File: src/rtl/hsp_pkg.sv
package hsp_pkg;

    typedef enum logic [1:0] {
        BC_START = 2'd0,
        BC_STOP  = 2'd1,
        BC_WRITE = 2'd2,
        BC_READ  = 2'd3
    } bitcmd_e;

    typedef enum logic [2:0] {
        S_IDLE  = 3'd0,
        S_START = 3'd1,
        S_TXBIT = 3'd2,
        S_TXACK = 3'd3,
        S_RXBIT = 3'd4,
        S_RXACK = 3'd5,
        S_STOP  = 3'd6,
        S_WAIT  = 3'd7
    } seq_state_e;

endpackage

File: src/rtl/hsp_bit_engine.sv
module hsp_bit_engine
    import hsp_pkg::*;
#(
    parameter int SCL_QTR = 250
) (
    input  logic    clk,
    input  logic    rst_n,
    input  logic    cmd_valid_i,
    input  bitcmd_e cmd_i,
    input  logic    cmd_bit_i,
    input  logic    sda_i,
    output logic    done_o,
    output logic    rbit_o,
    output logic    scl_low_o,
    output logic    sda_low_o
);

    localparam int QW = (SCL_QTR > 1) ? $clog2(SCL_QTR) : 1;
    localparam logic [QW-1:0] Q_LAST = QW'(SCL_QTR - 1);

    typedef struct packed {
        logic          busy;
        bitcmd_e       cmd;
        logic          wbit;
        logic [1:0]    phase;
        logic [QW-1:0] cnt;
        logic          scl_low;
        logic          sda_low;
        logic          rbit;
        logic          done;
    } eng_t;

    eng_t q, d;

    // Returns {scl_low, sda_low} for one quarter of a bit slot.
    function automatic logic [1:0] phase_drive(bitcmd_e c, logic [1:0] ph, logic b);
        logic scl_dn;
        scl_dn = (ph == 2'd0) || (ph == 2'd3);
        case (c)
            BC_START: phase_drive = (ph == 2'd3) ? 2'b11 : ((ph == 2'd2) ? 2'b01 : 2'b00);
            BC_STOP:  phase_drive = (ph == 2'd0) ? 2'b11 : ((ph == 2'd1) ? 2'b01 : 2'b00);
            BC_WRITE: phase_drive = {scl_dn, ~b};
            default:  phase_drive = {scl_dn, 1'b0};
        endcase
    endfunction

    always_comb begin
        d      = q;
        d.done = 1'b0;
        if (!q.busy) begin
            if (cmd_valid_i) begin
                d.busy  = 1'b1;
                d.cmd   = cmd_i;
                d.wbit  = cmd_bit_i;
                d.phase = 2'd0;
                d.cnt   = '0;
                {d.scl_low, d.sda_low} = phase_drive(cmd_i, 2'd0, cmd_bit_i);
            end
        end else begin
            if (q.phase == 2'd1 && q.cnt == Q_LAST) begin
                d.rbit = sda_i;
            end
            if (q.cnt == Q_LAST) begin
                d.cnt = '0;
                if (q.phase == 2'd3) begin
                    d.busy = 1'b0;
                    d.done = 1'b1;
                end else begin
                    d.phase = q.phase + 2'd1;
                    {d.scl_low, d.sda_low} = phase_drive(q.cmd, q.phase + 2'd1, q.wbit);
                end
            end else begin
                d.cnt = q.cnt + 1'b1;
            end
        end
    end

    always_ff @(posedge clk or negedge rst_n) begin
        if (!rst_n) begin
            q <= '0;
        end else begin
            q <= d;
        end
    end

    assign done_o    = q.done;
    assign rbit_o    = q.rbit;
    assign scl_low_o = q.scl_low;
    assign sda_low_o = q.sda_low;

    AST_SDA_HOLD_SCL_HIGH: assert property (@(posedge clk) disable iff (!rst_n)
        (q.busy && $past(q.busy) && (q.cmd == BC_WRITE || q.cmd == BC_READ)
         && !q.scl_low && $past(!q.scl_low)) |-> $stable(q.sda_low));

endmodule

File: src/rtl/hsp_conv_timer.sv
module hsp_conv_timer #(
    parameter int WAIT_CYC = 6000000
) (
    input  logic clk,
    input  logic rst_n,
    input  logic arm_i,
    output logic expired_o
);

    localparam int CW = $clog2(WAIT_CYC + 1);

    typedef struct packed {
        logic          run;
        logic [CW-1:0] cnt;
        logic          fire;
    } tmr_t;

    tmr_t q, d;

    always_comb begin
        d      = q;
        d.fire = 1'b0;
        if (arm_i) begin
            d.run = 1'b1;
            d.cnt = CW'(WAIT_CYC);
        end else if (q.run) begin
            if (q.cnt <= CW'(1)) begin
                d.run  = 1'b0;
                d.fire = 1'b1;
            end else begin
                d.cnt = q.cnt - 1'b1;
            end
        end
    end

    always_ff @(posedge clk or negedge rst_n) begin
        if (!rst_n) begin
            q <= '0;
        end else begin
            q <= d;
        end
    end

    assign expired_o = q.fire;

    AST_EXPIRE_SINGLE: assert property (@(posedge clk) disable iff (!rst_n)
        q.fire |=> !q.fire);

endmodule

File: src/rtl/hsense_poller.sv
module hsense_poller
    import hsp_pkg::*;
#(
    parameter int         CLK_HZ     = 100000000,
    parameter int         CONV_MS    = 60,
    parameter int         SCL_QTR    = 250,
    parameter logic [6:0] DEV_ADDR   = 7'h28,
    parameter logic [7:0] TRIG_BYTE  = 8'h00,
    parameter int         N_RD_BYTES = 4
) (
    input  logic                      clk,
    input  logic                      rst_n,
    input  logic                      start_i,
    input  logic                      sda_i,
    output logic                      scl_low_o,
    output logic                      sda_low_o,
    output logic [8*N_RD_BYTES-1:0]   result_o,
    output logic                      result_valid_o,
    output logic                      nack_err_o
);

    localparam int RES_W    = 8 * N_RD_BYTES;
    localparam int BCW      = $clog2(N_RD_BYTES + 1);
    localparam int WAIT_CYC = (CLK_HZ / 1000) * CONV_MS;
    localparam int WSW      = $clog2(WAIT_CYC + 1) + 1;
    localparam logic [BCW-1:0] LAST_BYTE = BCW'(N_RD_BYTES - 1);

    typedef struct packed {
        seq_state_e       st;
        logic             issued;
        logic             rd;
        logic [7:0]       tx;
        logic [2:0]       bitc;
        logic [BCW-1:0]   bytes;
        logic [RES_W-1:0] rx;
        logic [RES_W-1:0] res;
        logic             valid;
        logic             err;
    } seq_t;

    seq_t q, d;

    logic    cmd_vld;
    bitcmd_e cmd;
    logic    cmd_bit;
    logic    eng_done;
    logic    eng_rbit;
    logic    tmr_arm;
    logic    tmr_expired;
    logic    step;

    hsp_bit_engine #(.SCL_QTR(SCL_QTR)) u_bit_engine (
        .clk        (clk),
        .rst_n      (rst_n),
        .cmd_valid_i(cmd_vld),
        .cmd_i      (cmd),
        .cmd_bit_i  (cmd_bit),
        .sda_i      (sda_i),
        .done_o     (eng_done),
        .rbit_o     (eng_rbit),
        .scl_low_o  (scl_low_o),
        .sda_low_o  (sda_low_o)
    );

    hsp_conv_timer #(.WAIT_CYC(WAIT_CYC)) u_conv_timer (
        .clk      (clk),
        .rst_n    (rst_n),
        .arm_i    (tmr_arm),
        .expired_o(tmr_expired)
    );

    assign step = q.issued && eng_done;

    always_comb begin
        d       = q;
        d.valid = 1'b0;
        cmd_vld = 1'b0;
        cmd     = BC_START;
        cmd_bit = 1'b0;
        tmr_arm = 1'b0;

        if (q.st != S_IDLE && q.st != S_WAIT) begin
            cmd_vld  = !q.issued;
            d.issued = !step;
        end

        case (q.st)
            S_IDLE: begin
                if (start_i) begin
                    d.err    = 1'b0;
                    d.rd     = 1'b0;
                    d.tx     = {DEV_ADDR, 1'b0};
                    d.bitc   = '0;
                    d.bytes  = '0;
                    d.issued = 1'b0;
                    d.st     = S_START;
                end
            end
            S_START: begin
                cmd = BC_START;
                if (step) d.st = S_TXBIT;
            end
            S_TXBIT: begin
                cmd     = BC_WRITE;
                cmd_bit = q.tx[7];
                if (step) begin
                    d.tx   = {q.tx[6:0], 1'b0};
                    d.bitc = q.bitc + 3'd1;
                    if (q.bitc == 3'd7) d.st = S_TXACK;
                end
            end
            S_TXACK: begin
                cmd = BC_READ;
                if (step) begin
                    d.bitc = '0;
                    if (eng_rbit) begin
                        d.err = 1'b1;
                        d.st  = S_STOP;
                    end else if (q.rd) begin
                        d.bytes = '0;
                        d.st    = S_RXBIT;
                    end else if (q.bytes == '0) begin
                        d.tx    = TRIG_BYTE;
                        d.bytes = BCW'(1);
                        d.st    = S_TXBIT;
                    end else begin
                        d.st = S_STOP;
                    end
                end
            end
            S_RXBIT: begin
                cmd = BC_READ;
                if (step) begin
                    d.rx   = {q.rx[RES_W-2:0], eng_rbit};
                    d.bitc = q.bitc + 3'd1;
                    if (q.bitc == 3'd7) d.st = S_RXACK;
                end
            end
            S_RXACK: begin
                cmd     = BC_WRITE;
                cmd_bit = (q.bytes == LAST_BYTE);
                if (step) begin
                    d.bitc = '0;
                    if (q.bytes == LAST_BYTE) begin
                        d.st = S_STOP;
                    end else begin
                        d.bytes = q.bytes + 1'b1;
                        d.st    = S_RXBIT;
                    end
                end
            end
            S_STOP: begin
                cmd = BC_STOP;
                if (step) begin
                    if (q.err) begin
                        d.st = S_IDLE;
                    end else if (!q.rd) begin
                        tmr_arm = 1'b1;
                        d.st    = S_WAIT;
                    end else begin
                        d.res   = q.rx;
                        d.valid = 1'b1;
                        d.st    = S_IDLE;
                    end
                end
            end
            S_WAIT: begin
                if (tmr_expired) begin
                    d.rd     = 1'b1;
                    d.tx     = {DEV_ADDR, 1'b1};
                    d.bitc   = '0;
                    d.bytes  = '0;
                    d.issued = 1'b0;
                    d.st     = S_START;
                end
            end
            default: d.st = S_IDLE;
        endcase
    end

    always_ff @(posedge clk or negedge rst_n) begin
        if (!rst_n) begin
            q <= '0;
        end else begin
            q <= d;
        end
    end

    assign result_o       = q.res;
    assign result_valid_o = q.valid;
    assign nack_err_o     = q.err;

    // Checker-only span counter for the conversion wait.
    logic [WSW-1:0] wait_span_q;
    always_ff @(posedge clk or negedge rst_n) begin
        if (!rst_n) begin
            wait_span_q <= '0;
        end else if (q.st != S_WAIT) begin
            wait_span_q <= '0;
        end else begin
            wait_span_q <= wait_span_q + 1'b1;
        end
    end

    AST_WAIT_SPAN: assert property (@(posedge clk) disable iff (!rst_n)
        (q.st == S_WAIT && tmr_expired) |-> (wait_span_q >= WSW'(WAIT_CYC)));
    AST_IDLE_RELEASED: assert property (@(posedge clk) disable iff (!rst_n)
        (q.st == S_IDLE) |-> (!scl_low_o && !sda_low_o));
    AST_VALID_SINGLE: assert property (@(posedge clk) disable iff (!rst_n)
        q.valid |=> !q.valid);
    AST_NO_VALID_ON_ERR: assert property (@(posedge clk) disable iff (!rst_n)
        q.valid |-> !q.err);
    AST_ERR_CLEAR_ON_START: assert property (@(posedge clk) disable iff (!rst_n)
        (q.st == S_IDLE && start_i) |=> !q.err);

endmodule

File: config.mk
export PLATFORM = sky130hd
export DESIGN_NAME = hsense_poller
export DESIGN_NICKNAME = d
export VERILOG_FILES = /design/src/rtl/hsp_pkg.sv /design/src/rtl/hsp_bit_engine.sv /design/src/rtl/hsp_conv_timer.sv /design/src/rtl/hsense_poller.sv
export SDC_FILE = /design/constraint.sdc
export NUM_CORES = 1
export LEC_CHECK = 0
export BUFFER_PORTS_ARGS = -buffer_cell sky130_fd_sc_hd__buf_2
export CAP_MARGIN = 20
export CORE_MARGIN = 3
export CORE_UTILIZATION = 45
export DETAILED_ROUTE_END_ITERATION = 10
export SYNTH_ARGS = -nofsm -noshare
export SYNTH_HDL_FRONTEND = slang
export SYNTH_SLANG_ARGS = --single-unit
File: constraint.sdc
create_clock -name clk -period 6.3 [get_ports clk]
set_input_delay 1.89 -clock clk [delete_from_list [all_inputs] [get_ports clk]]
set_output_delay 1.89 -clock clk [all_outputs]
set_load 0.02 [all_outputs]
# After elaboration in Yosys (flattened, before gate mapping)
# Cells that the tools add are included.
dict set report classes {
  addsub 5
  magnitude_cmp 1
  eq_ne 39
  n_mux 73
  bitwise_logic 4
  reduce_logical 33
}
# operator count
set op_table {}
lappend op_table {{$mux W3} 18}
lappend op_table {{$mux W19} 2}
lappend op_table {{$mux W8} 4}
lappend op_table {{$ne A2 B2 Y1 const B} 16}
lappend op_table {{$pmux W8 S4} 1}
lappend op_table {{$mux W25} 1}
lappend op_table {{$mux W1} 24}
lappend op_table {{$mux W24} 1}
lappend op_table {{$pmux W3 S8} 1}
lappend op_table {{$le A23 B1 Y1 const B} 1}
lappend op_table {{$mux W23} 1}
lappend op_table {{$sub A23 B1 Y23 const B} 1}
lappend op_table {{$pmux W2 S3} 3}
lappend op_table {{$pmux W3 S6} 1}
lappend op_table {{$mux W16} 1}
lappend op_table {{$reduce_and A8 Y1} 2}
lappend op_table {{$eq A3 B3 Y1 const B} 5}
lappend op_table {{$mux W14} 1}
lappend op_table {{$mux W2} 7}
lappend op_table {{$mux W12} 1}
lappend op_table {{$pmux W3 S4} 1}
lappend op_table {{$mux W11} 1}
lappend op_table {{$eq A2 B2 Y1 const B} 5}
lappend op_table {{$reduce_and A10 Y1} 1}
lappend op_table {{other kinds (27)} 55}
dict set report word_totals {
  register_bits 128
  input_bits 4
  elab_cells 177
}

# Logic depth before layout (Yosys ltp)
dict set report logic_depth {
  depth_word 8
  depth_mapped 8
  depth_no_buf 7
}

# By module
# From an unflattened synthesis, not the netlist that was laid out.
dict set report hier_totals {
  hier_cells 564
  hier_area_um2 6308.6
}
# module n_inst cells_each area_each_um2
set modules_own_cells {}
lappend modules_own_cells {hsense_poller 1 321 3955.0}
lappend modules_own_cells {hsp_conv_timer 1 152 1401.3}
lappend modules_own_cells {hsp_bit_engine 1 91 952.2}

# Worst setup path before layout
# No wires, ideal clock.
dict set report synth_timing {
  path_kind {input -> register}
  from {input start_i}
  to {register q[72] (netlist name)}
  setup_ns 0.141
  arrival_ns 2.992
  required_time_ns 6.159
  setup_slack_ns 3.167
  stages 4
  n_path_buf 1
  path_cell_list {o22ai_1 > a2111oi_2 > clkbuf_1 > o22ai_1}
}
dict set report synth_between {
  elab_chain_len 2
}
# element line_no
set synth_rtl {}
lappend synth_rtl {{start: declaration} hsense_poller.sv:13} ;# input logic start_i,
lappend synth_rtl {{$ne A2 B2 Y1 (no source line)} n/a}
lappend synth_rtl {{$reduce_and A8 Y1 (no source line)} n/a}
lappend synth_rtl {{end signal: assignment} hsense_poller.sv:183} ;# q <= '0;
lappend synth_rtl {{end signal: assignment} hsense_poller.sv:185} ;# q <= d;
lappend synth_rtl {{end: declaration} hsense_poller.sv:41} ;# seq_t q, d;
# No other way between the ends.
# A chain may end at the register's enable or synchronous reset.

# Worst setup path in the final report
dict set report layout_timing {
  from {register q, in the netlist nack_err_o}
  to {output nack_err_o}
}
# element line_no
set layout_rtl {}
lappend layout_rtl {{end: declaration} hsense_poller.sv:19} ;# output logic nack_err_o
# No word-level cell between the ends.

==> run_results.csv <==
group,metric,value,unit
floorplan,ios,40,
cts,clk_pin_slew,0.06,ns
floorplan,coreArea,13350,µm²
sta,drv_slew,0,
cts,numCtsBuffers,17,
power,swShare,19.76,%
power,comb_power_share,1.1,%
synthesis,synth_xor_area_share,0.5643,%
worst_setup_path,end_kind,"output pin",
worst_setup_path,arrival,1.14,ns
worst_setup_path,cpPeakStageDelay,0.50,ns
cts,htree_levels,4,
synthesis,syn-num-nets,583,
final_layout,final_nets,591,
sta,rsz0062_at_grt,"no",
sta,worstMarginPinSlew,0.9394,ns
routing,dr_wl_met2,5327,µm
final_layout,drive_gt1_share,20.95,%
flow_run,maxCapViolCount,0,
synthesis,netlist_area,6208,µm²
worst_setup_path,crit_buf_inv,1,
placement,dp_hpwl,7799,µm
placement,gp_congestion,0.8429,
final_layout,layout_common_cells,"128 x dfrtp_1, 38 x buf_2, 35 x mux2_2",
sta,fin_skew,0.006497,ns
floorplan,dieWidth,123.5,µm
worst_setup_path,crit_type,"register to output pin",
routing,met1Wirelength,5450,µm
grt,grt_pass1_wl,19850,µm
worst_setup_path,cp-start-kind,"register",
synthesis,yosysSeqAreaShare,51.59,%
routing,vias,4222,
floorplan,die_area,15240,µm²
sta,slew_headroom,36.86,%
routing,drt_iter0_drc,291,
synthesis,synthSimpleGateAreaFrac,13.97,%
cts,cts_root_buf,"clkbuf_16",
routing,finalWirelength,11530,µm
power,power.share.sequential,44.4,%
placement,portBuffers,39,
worst_hold_path,hold_class,"register to register",
routing,drt-wirelength-per-cell,15.11,µm
cts,tritoncts,"done",
power,ir_drop,0.0001695,V
synthesis,synth_cells,566,
worst_setup_path,crit_fanout,7,
worst_setup_path,required,4.41,ns
synthesis,synth-compound-area-share,10.84,%
cts,cts_setup_buffers,0,
routing,routed.top_layer,"met4",
cts,hold_buffers,0,
synthesis,synthMuxAreaShare,13.28,%
grt,grt_pass1_vias,4065,
run_status,outcome,"complete, no violations",
synthesis,synth_top_family_by_area,"simple AND/OR/NAND/NOR gates",
routing,first_pass_iters,4,
final_layout,area_growth,12.21,%
worst_setup_path,critPathTopFamily,"flip-flops",
synthesis,synth_seq_cells,128,
routing,antenna_left,0,
final_layout,fill_cells,1189,
final_layout,antenna_cells,0,
routing,drc,0,
sta,report.final.hold_viol_count,0,
cts,clk_path_buf_depth,2,
floorplan,start_util,46.51,%
power,p_leak,3.476,nW
synthesis,synth_edf_count,0,
cts,clock-sinks,128,
synthesis,yosys.area_share.adder,2.620,%
synthesis,synthFlopType,"dfrtp_1",
synthesis,async_reset_ff_share,100.0,%
synthesis,avgSynthCellArea,10.97,µm²
sta,setup_viol,0,
final_layout,sequential_cell_area,3203,µm²
sta,layout_worst_path_cycle_share,48.11,%
sta,period_needed,3.031,ns
grt,antenna_found_initial,0,
worst_setup_path,slowest_stage,"dfrtp_1",
final_layout,final_common_cell,"dfrtp_1",
cts,clk_latency,0.42,ns
sta,fin_setup_tns,0,ns
floorplan,rows,42,
grt,grtUsageTotal,16.59,%
floorplan,die_h,123.5,µm
grt,overflow,0,
routing,vias_per_cell,5.533,
power,clkPwrFrac,54.5,%
sta,holdWs,0.4761,ns
synthesis,yosysWarningCount,0,
synthesis,synth_top_area_share,51.59,%
cts,ctsResizeCount,0,
worst_setup_path,critPathLaunch,"nack_err_o$_DFFE_PN0P_",
final_layout,multi_input_area,2582,µm²
routing,wl_met3,564,µm
power,p_int,1.489,mW
power,p_sw,0.3665,mW
synthesis,synth_cell_type_count,61,
grt,grt_start_max_net_pins,64,
power,power_density,266.3,nW/µm²
sta,fmaxAchievable,330.0,MHz
worst_setup_path,cp_cell_sequence,"buf_2",
worst_setup_path,r2r_start,"q[84]$_DFFE_PN0P_",
synthesis,synth_area_leaders,"dfrtp_1 52%, mux2_2 6.3%, mux2_1 5.8%",
worst_hold_path,holdCritStartpoint,"result_o[30]$_DFFE_PN0P_",
synthesis,synth_largest_area_cell,"dfrtp_1",
-- stage by stage --
step                      worst slack (ns)  power, mW  util, %  cell area, µm²  cells
after floorplan                      3.167     0.8397        -            6208    566
after global placement               3.277     0.8587    47.57            6350    731
after detailed placement             3.216     0.8592    47.57            6350    731
after CTS                            3.246      1.881    52.19            6967    763
after global routing                 3.217      1.920    52.19            6967    763
final                                3.269      1.855    52.19            6967    763
-- routing by layer --
metal / global-route usage (%) / vias up
li1: - / 2033
met1: 22.43 / 2086
met2: 25.25 / 87
met3: 4.849 / 16
met4: 6.505 / 0
met5: 0 / -
-- cells in the mapped netlist, types with 3 or more instances --
library cell  number
a21oi_1           19
a31oi_1            5
and2_1             3
and3_1             6
buf_2              5
buf_4             32
clkbuf_1          18
dfrtp_1          128
ha_1              13
inv_1             24
mux2_1            32
mux2_2            35
mux2i_1            7
nand2_1           31
nand2b_1           3
nand3_1           26
nor2_1            28
nor2b_1            5
nor3_1            15
nor4_1             9
o211ai_1           4
o21ai_0           25
o21ai_1           17
o22ai_1            5
o31ai_1            8
or3_1              6
or3b_1             5
or4_1              7
-- registers in the layout, summed over array words and instances (netlist names) --
signal / flops
u_bit_engine.done_o: 1
u_bit_engine.rbit_o: 1
result_valid_o: 1
u_conv_timer.expired_o: 1
u_conv_timer.q: 24
u_bit_engine.sda_low_o: 1
u_bit_engine.scl_low_o: 1
u_bit_engine.q: 14
q: 51
result_o: 32
nack_err_o: 1
-- area by class of cell --
type                            count  share of cell area, %
Sequential cell                   128                  45.98
Multi-Input combinational cell    356                  37.07
Clock buffer                       23                  7.004
Timing Repair Buffer               46                  3.592
Tap cell                          176                  3.161
Clock inverter                      9                  1.850
Inverter                           25                  1.347
-- kinds of logic after synthesis --
group,after synthesis
AND/OR/NAND/NOR,158
flip-flops,128
AO/OA/AOI/OAI,107
buffers and inverters,82
multiplexers,74
adder cells (fa/ha/maj),13
XOR/XNOR,4
-- power groups by stage --
stage	logic [mW]	clock network (mW)	registers, mW
after floorplan	0.00169	0	0.838
after global placement	0.0205	0	0.838
after detailed placement	0.0210	0	0.838
after CTS	0.0211	1.04	0.824
after global routing	0.0237	1.07	0.823
final	0.0195	1.01	0.824
-- worst paths after layout --
path | endpoint | slack, ns | cells after the start
min | result_o[30]$_DFFE_PN0P_ | 0.48 | 1
max in group asynchronous | q[55]$_DFFE_PN0P_ | 3.84 | 2
min reg2reg | result_o[30]$_DFFE_PN0P_ | 0.48 | 1
max | nack_err_o | 3.27 | 1
max reg2reg | u_bit_engine.scl_low_o$_DFFE_PN0P_ | 3.79 | 5
min in group asynchronous | result_o[9]$_DFFE_PN0P_ | 1.37 | 1
Power figures use the tool's default switching activity.
